$ cat config.mk
export PLATFORM = sky130hd
export DESIGN_NAME = msr_status_unit
export DESIGN_NICKNAME = d
export VERILOG_FILES = /design/src/rtl/msr_pkg.sv /design/src/rtl/msr_sync.sv /design/src/rtl/msr_src_sel.sv /design/src/rtl/msr_delta.sv /design/src/rtl/msr_status_unit.sv
export SDC_FILE = /design/constraint.sdc
export NUM_CORES = 1
export LEC_CHECK = 0
export CELL_PAD_IN_SITES_DETAIL_PLACEMENT = 0
export CELL_PAD_IN_SITES_GLOBAL_PLACEMENT = 2
export CORE_MARGIN = 3
export CORE_UTILIZATION = 26
export DETAILED_ROUTE_END_ITERATION = 10
export MAX_ROUTING_LAYER = met4
export PLACE_DENSITY_LB_ADDON = 0.3
export SETUP_SLACK_MARGIN = 0.02
export SYNTH_ARGS = -nofsm -noshare
export SYNTH_HDL_FRONTEND = slang
export SYNTH_SLANG_ARGS = --single-unit
$ cat constraint.sdc
create_clock -name clk -period 1.9 [get_ports clk]
set_input_delay 0.38 -clock clk [delete_from_list [all_inputs] [get_ports clk]]
set_output_delay 0.38 -clock clk [all_outputs]
set_load 0.01 [all_outputs]
$ cat src/rtl/msr_pkg.sv
package msr_pkg;

    localparam int NLINES = 4;

    // Level nibble, most significant first: carrier, ring, data set ready, clear to send
    typedef struct packed {
        logic dcd;
        logic ri;
        logic dsr;
        logic cts;
    } mline_t;

    // Change nibble, same bit order as the level nibble
    typedef struct packed {
        logic ddcd;
        logic teri;
        logic ddsr;
        logic dcts;
    } mdelta_t;

    typedef struct packed {
        mline_t  lvl;
        mdelta_t chg;
    } msr_t;

    localparam mline_t  LINE_RST  = '{dcd: 1'b1, ri: 1'b0, dsr: 1'b1, cts: 1'b1};
    localparam mdelta_t DELTA_NONE = '{default: 1'b0};

    // Route the port's control outputs onto the status levels
    function automatic mline_t loop_map(input logic dtr, input logic rts,
                                        input logic out1, input logic out2);
        mline_t m;
        m.dcd = out2;
        m.ri  = out1;
        m.dsr = dtr;
        m.cts = rts;
        return m;
    endfunction

    // Change flags between two level samples; ring reports falling edges only
    function automatic mdelta_t change_flags(input mline_t prev, input mline_t nxt);
        mdelta_t d;
        d.ddcd = prev.dcd ^ nxt.dcd;
        d.ddsr = prev.dsr ^ nxt.dsr;
        d.dcts = prev.cts ^ nxt.cts;
        d.teri = prev.ri & ~nxt.ri;
        return d;
    endfunction

endpackage

$ cat src/rtl/msr_sync.sv
module msr_sync #(
    parameter int               WIDTH   = 4,
    parameter int               STAGES  = 2,
    parameter logic [WIDTH-1:0] RST_VAL = '0
) (
    input  logic             clk,
    input  logic             rst,
    input  logic [WIDTH-1:0] d,
    output logic [WIDTH-1:0] q
);
    localparam int LAST = STAGES - 1;

    logic [STAGES-1:0][WIDTH-1:0] stg;

    genvar s;
    generate
        for (s = 0; s < STAGES; s++) begin : g_stage
            if (s == 0) begin : g_first
                always_ff @(posedge clk) begin
                    if (rst) stg[0] <= RST_VAL;
                    else     stg[0] <= d;
                end
            end else begin : g_next
                always_ff @(posedge clk) begin
                    if (rst) stg[s] <= RST_VAL;
                    else     stg[s] <= stg[s-1];
                end
            end
        end
    endgenerate

    assign q = stg[LAST];

    initial begin
        assert (STAGES >= 1) else $error("msr_sync needs at least one stage");
    end
endmodule

$ cat src/rtl/msr_src_sel.sv
module msr_src_sel
    import msr_pkg::*;
(
    input  logic   loop_en,
    input  mline_t ext_lines,
    input  logic   ctl_dtr,
    input  logic   ctl_rts,
    input  logic   ctl_out1,
    input  logic   ctl_out2,
    output mline_t src
);
    mline_t looped;

    always_comb begin
        looped = loop_map(ctl_dtr, ctl_rts, ctl_out1, ctl_out2);
        src    = loop_en ? looped : ext_lines;
    end
endmodule

$ cat src/rtl/msr_delta.sv
module msr_delta
    import msr_pkg::*;
(
    input  logic   clk,
    input  logic   rst,
    input  mline_t src,
    input  logic   rd_stb,
    output msr_t   q
);
    msr_t    r;
    mdelta_t fresh;
    mdelta_t kept;

    always_comb begin
        fresh = change_flags(r.lvl, src);
        // read clears first; a change on the same edge is then added back
        kept  = rd_stb ? DELTA_NONE : r.chg;
    end

    always_ff @(posedge clk) begin
        if (rst) begin
            r.lvl <= LINE_RST;
            r.chg <= DELTA_NONE;
        end else begin
            r.lvl <= src;
            r.chg <= kept | fresh;
        end
    end

    assign q = r;

    // Reset value check
    logic rst_seen;
    always_ff @(posedge clk) begin
        rst_seen <= rst;
        if (rst_seen === 1'b1 && !rst) begin
            p_reset_value_r1: assert (q == 8'hB0)
                else $error("reset value wrong");
        end
    end

    // without a read no change bit may drop
    p_sticky_r5: assert property (@(posedge clk) disable iff (rst)
        !$past(rd_stb) |-> ((q[3:0] & $past(q[3:0])) == $past(q[3:0])));

    // a ring rise alone never raises the trailing-edge bit
    p_ring_rise_quiet_r4: assert property (@(posedge clk) disable iff (rst)
        ($rose(q[6]) && !$past(q[2])) |-> !q[2]);

    // a clear-to-send level change always leaves its change bit set
    p_cts_flag_r3: assert property (@(posedge clk) disable iff (rst)
        (q[4] != $past(q[4])) |-> q[0]);

    // after a read with no level movement, all change bits are clear
    p_read_clears_r6: assert property (@(posedge clk) disable iff (rst)
        ($past(rd_stb) && (q[7:4] == $past(q[7:4]))) |-> (q[3:0] == 4'h0));
endmodule

$ cat src/rtl/msr_status_unit.sv
module msr_status_unit
    import msr_pkg::*;
#(
    parameter int SYNC_STAGES = 2
) (
    input  logic       clk,
    input  logic       rst,
    input  logic       line_cts,
    input  logic       line_dsr,
    input  logic       line_ri,
    input  logic       line_dcd,
    input  logic       ctl_dtr,
    input  logic       ctl_rts,
    input  logic       ctl_out1,
    input  logic       ctl_out2,
    input  logic       loop_en,
    input  logic       rd_stb,
    output logic [7:0] status_q,
    output logic       delta_any
);
    mline_t raw_lines;
    mline_t synced;
    mline_t src;
    msr_t   msr;

    assign raw_lines = '{dcd: line_dcd, ri: line_ri, dsr: line_dsr, cts: line_cts};

    msr_sync #(
        .WIDTH  (NLINES),
        .STAGES (SYNC_STAGES),
        .RST_VAL(LINE_RST)
    ) u_sync (
        .clk(clk),
        .rst(rst),
        .d  (raw_lines),
        .q  (synced)
    );

    msr_src_sel u_sel (
        .loop_en  (loop_en),
        .ext_lines(synced),
        .ctl_dtr  (ctl_dtr),
        .ctl_rts  (ctl_rts),
        .ctl_out1 (ctl_out1),
        .ctl_out2 (ctl_out2),
        .src      (src)
    );

    msr_delta u_delta (
        .clk   (clk),
        .rst   (rst),
        .src   (src),
        .rd_stb(rd_stb),
        .q     (msr)
    );

    assign status_q  = msr;
    assign delta_any = |msr.chg;

    // in loopback the level nibble follows the control outputs one edge later
    p_loop_map_r8: assert property (@(posedge clk) disable iff (rst)
        ($past(loop_en) && !$past(rst)) |->
        (status_q[7:4] == {$past(ctl_out2), $past(ctl_out1), $past(ctl_dtr), $past(ctl_rts)}));
endmodule

# ---- Word level (Yosys, flattened, before mapping)
# Index checks and enable logic that the tools add are counted.
dict set report op_classes {
  mux 2
  bitwise_logic 6
  reduce_logical 1
}
# operator n
set ops {}
lappend ops {{4-bit 2-to-1 mux} 2}
lappend ops {{4-bit OR} 1}
lappend ops {{4-bit OR reduction} 1}
lappend ops {{1-bit XOR} 3}
lappend ops {{1-bit AND} 1}
lappend ops {{1-bit inverter} 1}
dict set report word_totals {
  reg_bits 16
  input_bits 12
}

# ---- Longest topological paths before layout
# Gate-level depths: netlist (run 1).
dict set report logic_depth {
  word_depth 4
  mapped_depth 4
  mapped_depth_nobuf 3
}

# ---- Cells and area by module
# From an unflattened synthesis (run 1), not the netlist that was laid out.
dict set report unflattened {
  cells_unflattened 49
  area_unflattened_um2 555.5
}
# module instances cells_per_inst area_per_inst_um2
set modules_own_cells {}
lappend modules_own_cells {msr_delta 1 24 262.8}
lappend modules_own_cells {msr_sync 1 20 240.2}
lappend modules_own_cells {msr_src_sel 1 4 45.0}
lappend modules_own_cells {msr_status_unit 1 1 7.5}

# ---- Worst setup path after synthesis (run 1)
# OpenSTA, ideal clock, no wires.
dict set report synth_path {
  path_kind {register to output}
  from {register u_delta.r, in the netlist u_delta.q[1]}
  to {output delta_any}
  arrival_time_ps 902
  slack_ps 618
  path_stages_with_launch 2
  path_buffers 0
  path_cell_list {dfxtp_1 -> or4_1}
}
dict set report synth_via {
  elab_chain_len 1
}
# item line
set synth_lines {}
lappend synth_lines {{start: declaration} msr_delta.sv:10} ;# msr_t r;
lappend synth_lines {{4-bit OR reduction} msr_status_unit.sv:58} ;# assign delta_any = |msr.chg;
lappend synth_lines {{end: declaration} msr_status_unit.sv:19} ;# output logic delta_any
# No other way between the ends.

# ---- Final worst setup path (run 1)
# Same ends and word-level chain as after synthesis.

==> flow_metrics.tcl, run 1 <==
set metrics [dict create \
    crit_start "u_delta.q[1]" \
    synthTopCellsByArea "dfxtp_1 59%, mux2i_2 7.6%, nand2b_1 6.9%" \
    row_count 15 \
    p_leak_nw 0.296 \
    status "completed" \
    worstMarginPinSlew_ns 0.475 \
    avgSynthCellArea_um2 11.6 \
    grt_pass1_vias 350 \
    worstRegToRegCells 3 \
    synth_compound_area_share_pct 3.69 \
    ys_seq_area_share_pct 59.0 \
    ys_warn_count 0 \
    netlist_instances 47 \
    cts.sinks 16 \
    htree_levels 1 \
    cts_tree "yes" \
    hold_path_depth 1 \
    dr.pass1.iters 2 \
    required_ns 1.52 \
    viasPerCell 3.89 \
    fp.dieH_um 51.7 \
    setup_viol 0 \
    cts_resized 1 \
    postRouteWirelength_um 853 \
    antennaDiodeCount 0 \
    worst_slack_ns 0.130 \
    synthDistinctLibCells 12 \
    synth_xor_area_share_pct 4.84 \
    p_per_area_mw_per_mm2 805 \
    fin_skew_ns 0.00326 \
    synth-simple-area-share_pct 20.0 \
    rsz0062_at_grt "no" \
    synth.largest_area_cell "dfxtp_1" \
    cts_made_buffers 3 \
    numPortBuffers 20 \
    core_mm2 0.00184 \
    dieArea_mm2 0.00267 \
    clk_pin_slew_ns 0.08 \
    synth_flop_cell "dfxtp_1" \
    synth_edf_count 0 \
    via_count 362 \
    yosys.area.top_type_share_pct 59.0 \
    syn_nets 59 \
    cts_hold_buf 0 \
    ys_ff_latch 16 \
    wl_per_cell_um 9.17 \
    start_util_pct 29.5 \
    synth_fa_ha_area_share_pct 0 \
    post-route-min-period_ns 1.77 \
    grt_max_degree 17 \
    cts_buffer_depth 2 \
    async_flop_share_pct 0 \
    area_delta_synth_final_pct 43.5 \
    netlist_area_um2 543 \
    ant_nets 0 \
    synth_common_cells "16 x dfxtp_1, 6 x nand2b_1, 6 x or2_2" \
    root_buffer "clkbuf_4" \
    fin_crit_sh_pct 93.2 \
    synthMuxAreaShare_pct 9.45 \
    grtUsageTotal_pct 7.64 \
    clk_latency_ns 0.27 \
    fin_tns_setup_ns 0 \
    yosysMostFrequentCell "dfxtp_1" \
    die_x_um 51.7 \
    drv_slew 0 \
    finalHoldViolCount 0 \
    holdPathEnd "u_sync.q[1]" \
    drive_gt1_share_pct 17.6 \
    antenna_found_initial 0 \
    slew-limit-headroom_pct 68.3 \
    final_nets 82 \
    r2r-end "u_delta.q[0]" \
    gp_congestion 0.608 \
    detailedPlace.worstSlack_ns 0.189 \
    endpoint_kind "output port" \
    grt_overflow 0 \
    r2r_start "u_sync.q[0]" \
    arrival_ns 1.39 \
    fillers 197 \
    drv_cap 0 \
    synth_top_family_by_area "simple AND/OR/NAND/NOR gates" \
    drc_errors 0 \
    hp-start "u_sync.stg[1]" \
    ir_drop_mv 0.412 \
    fmax_mhz 565 \
    io_pins 21 \
    worst-path-max-fanout 3 \
    grt_pass1_wl_um 1400 \
    crit_path_start_kind "register" \
    rrSetupSlack_ns 1.04 \
    postCtsSetupBuffers 0 \
    hp-class "reg2reg" \
    drt-initial-drc-count 2 \
    path_class "reg2out" \
]
## cell families after synthesis
group,after synthesis
and+or+nand+nor,18
muxes,4
xor gates and xnor gates,3
buffers and inverters,2
AOI/OAI and AO/OA,4
DFF,16
## registers in the layout (all words and copies together), names as in the netlist
name	cells
u_delta.q	8
u_sync.stg	4
u_sync.q	4
## layout make-up
type	count	area [um2]	share of cell area (%)
tap	25	31.3	4.01
clock buffer	3	22.5	2.89
timing repair buffer	20	199	25.5
multi-input combinational	29	206	26.5
sequential	16	320	41.1
## where the power goes
group / leakage, nW / switching, mW / total, mW / internal [mW]
combinational: 0.150 / 0.0338 / 0.0972 / 0.0635
clock: 0.0138 / 0.0928 / 0.166 / 0.0734
sequential: 0.133 / 0.00899 / 0.364 / 0.355
## per-stage QoR
stage	cells	power [mW]	hold slack (ns)	util, %	area (um2)
floorplan	47	0.417	0.389	-	543
global placement	90	0.473	0.392	41.2	758
detailed placement	90	0.474	0.394	41.2	758
CTS	93	0.642	0.415	42.4	779
global route	93	0.665	0.434	42.4	779
finish	93	0.627	0.412	42.4	779
## critical path, cell delays in order (launching register included)
cell	delay [ns]
dfxtp_1	0.33
or4_1	0.50
dlygate4sd2_1	0.29
## layer usage
layer	global-route usage, %	part of all wire [%]
met1	6.96	42
met2	12.3	46
met3	4.87	11
met4	3.93	1.2
met5	-	0
## worst max-delay path by stage
| stage | cells past startpoint | to | slack (ns) |
|---|---|---|---|
| floorplan | 1 | delta_any | 0.62 |
| global placement | 4 | u_delta.q[0] | 0.20 |
| CTS | 2 | delta_any | 0.11 |
| detailed placement | 4 | u_delta.q[3] | 0.19 |
| global route | 2 | delta_any | 0.07 |
| finish | 2 | delta_any | 0.13 |
## placed cells by master, fill, tap and decap left out, drive strengths merged
cell type | synthesis | final
mux2i | 4 | 4
dfxtp | 16 | 16
nand2b | 6 | 6
nor2 | 2 | 2
or2 | 6 | 6
nor2b | 3 | 3
clkdlybuf4s50 | 0 | 19
a21oi | 4 | 4
xor2 | 3 | 3
clkbuf | 0 | 3
dlygate4sd2 | 0 | 1
or4 | 1 | 1
No activity file was read; power rests on OpenSTA's default activity.
==> inputs of run 2 (changes only) <==
CORE_MARGIN = default   (was 3)
GPL_ROUTABILITY_DRIVEN = 1   (was default)
==> run 2 against run 1 <==
  * Clock-buffer cell count is 1 higher
  * Non-clock buffer count stayed put
  * Worst hold slack better by 0.0039 ns
  * Via count is 6.6% higher
  * Setup slack worse by 0.015 ns
  * Critical endpoint unchanged
==> flow_metrics.tcl, run 2 (synthesis results as in run 1) <==
set metrics [dict create \
    clk_latency_ns 0.27 \
    dieArea_mm2 0.00228 \
    ant_nets 0 \
    drt-initial-drc-count 3 \
    r2r_start "u_sync.q[1]" \
    arrival_ns 1.41 \
    fillers 214 \
    cts_tree "yes" \
    fmax_mhz 560 \
    postCtsSetupBuffers 0 \
    hp-start "u_sync.stg[0]" \
    grt_pass1_wl_um 1310 \
    largest_reg_flops 8 \
    antenna_found_initial 0 \
    final_nets 82 \
    design_area_um2 796 \
    met1_length_um 354 \
    final_common_cell "clkdlybuf4s50_1" \
    core_mm2 0.00196 \
    cts.sinks 16 \
    fin_skew_ns 0.00269 \
    p_per_area_mw_per_mm2 851 \
    drive_gt1_share_pct 18.8 \
    worst-path-max-fanout 3 \
    drc_errors 0 \
    cts_made_buffers 3 \
    numPortBuffers 20 \
    fp.dieH_um 47.7 \
    critPathTopFamily "simple AND/OR/NAND/NOR gates" \
    p_leak_nw 0.304 \
    mostFrequentLayoutCells "19 x clkdlybuf4s50_1, 16 x dfxtp_1, 6 x nand2b_1, 6 x or2_2, 4 x a21oi_1" \
    root_buffer "clkbuf_4" \
    io_pins 21 \
    slowest_stage "or4_1" \
    crit_path_max_incr_delay_ns 0.51 \
    start_util_pct 27.7 \
    grt_overflow 0 \
    post-route-min-period_ns 1.79 \
    path_class "reg2out" \
    drv_slew 0 \
    grt_pass1_vias 334 \
    antennaDiodeCount 0 \
    path_buf_inv 1 \
    dp_hpwl_um 634 \
    worstRegToRegCells 3 \
    hp-class "reg2reg" \
    status "completed" \
    die_x_um 47.7 \
    slew-limit-headroom_pct 69.9 \
    r2r-end "u_delta.q[1]" \
    required_ns 1.52 \
    crit_path_start_kind "register" \
    via_count 386 \
    dpl-instance-area_um2 761 \
    area_delta_synth_final_pct 46.5 \
    cts_buffer_depth 2 \
    clk_pin_slew_ns 0.09 \
    ir_drop_mv 0.304 \
    rsz0062_at_grt "no" \
    topRoutingLayerUsed "met4" \
    wl_met2_um 391 \
    drv_cap 0 \
    finalHoldViolCount 0 \
    fin_crit_sh_pct 94.0 \
    holdPathEnd "u_sync.q[0]" \
    htree_levels 1 \
    setup_viol 0 \
    grtUsageTotal_pct 9.07 \
    worstMarginPinSlew_ns 0.450 \
    grt_max_degree 17 \
    wl_per_cell_um 8.47 \
    fin_util_pct 40.6 \
    rrSetupSlack_ns 1.03 \
    endpoint_kind "output port" \
    fin_tns_setup_ns 0 \
    row_count 16 \
    dr.pass1.iters 2 \
    gp_congestion 0.626 \
    critical_path.cell_chain "or4_1 > dlygate4sd2_1" \
    hold_path_depth 1 \
    postRouteWirelength_um 813 \
    ff_latch_area_um2 320 \
    viasPerCell 4.02 \
    multiInputGateArea_um2 206 \
    wl_met3_um 56 \
]
## run 2: cell count changes in the layout (fill, tap and decap cells not counted)
cell and change:
clkbuf_8 +1
## run 2: timing repair
action	in CTS	in global routing
resized for setup	1	0
hold buffers	0	0
endpoints found under the setup margin	1	0
## run 2: worst register-to-register path, stage by stage, from the launching register on
cell,delay [ns]
dfxtp_1,0.32
mux2i_2,0.18
xor2_1,0.18
a21oi_1,0.08
## run 2: worst max-delay path by stage
stage	cells past startpoint	start	to	slack (ns)
finish	2	u_delta.q[1]	delta_any	0.11
global placement	4	loop_en	u_delta.q[0]	0.21
detailed placement	4	loop_en	u_delta.q[3]	0.21
floorplan	1	u_delta.q[1]	delta_any	0.62
CTS	2	u_delta.q[1]	delta_any	0.09
global route	2	u_delta.q[1]	delta_any	0.05
## run 2: layer usage
layer,vias to the layer above,GRT usage (%)
li1,194,-
met1,175,9.98
met2,15,13.2
met3,2,2.26
met4,0,8.33
met5,-,-
## run 2: final cells by class
class                   count  area share (%)
clock buffers               4            4.56
multi-input cells          29            25.9
flip-flops and latches     16            40.3
well taps                  27            4.25
repair buffers             20            25.0
## run 2: where the power goes
part / switching [mW] / leakage, nW / internal, mW
Combinational: 0.0337 / 0.150 / 0.0635
Clock: 0.0999 / 0.0210 / 0.116
Sequential: 0.00901 / 0.133 / 0.355
Total: 0.143 / 0.304 / 0.535
## run 2: per-stage QoR
stage,std cells,hold WS [ns],power [mW],worst slack (ns)
3_3_place_gp,92,0.391,0.473,0.207
5_1_grt,96,0.436,0.716,0.0493
4_1_cts,96,0.417,0.693,0.0886
3_5_place_dp,92,0.394,0.474,0.208
6_report,96,0.416,0.677,0.115
2_1_floorplan,47,0.389,0.417,0.618
==> inputs of run 3 (changes only) <==
SLEW_MARGIN = 10   (was default)
==> results of run 3 <==
No change in the layout: final DEF, timing and power equal those of run 2.
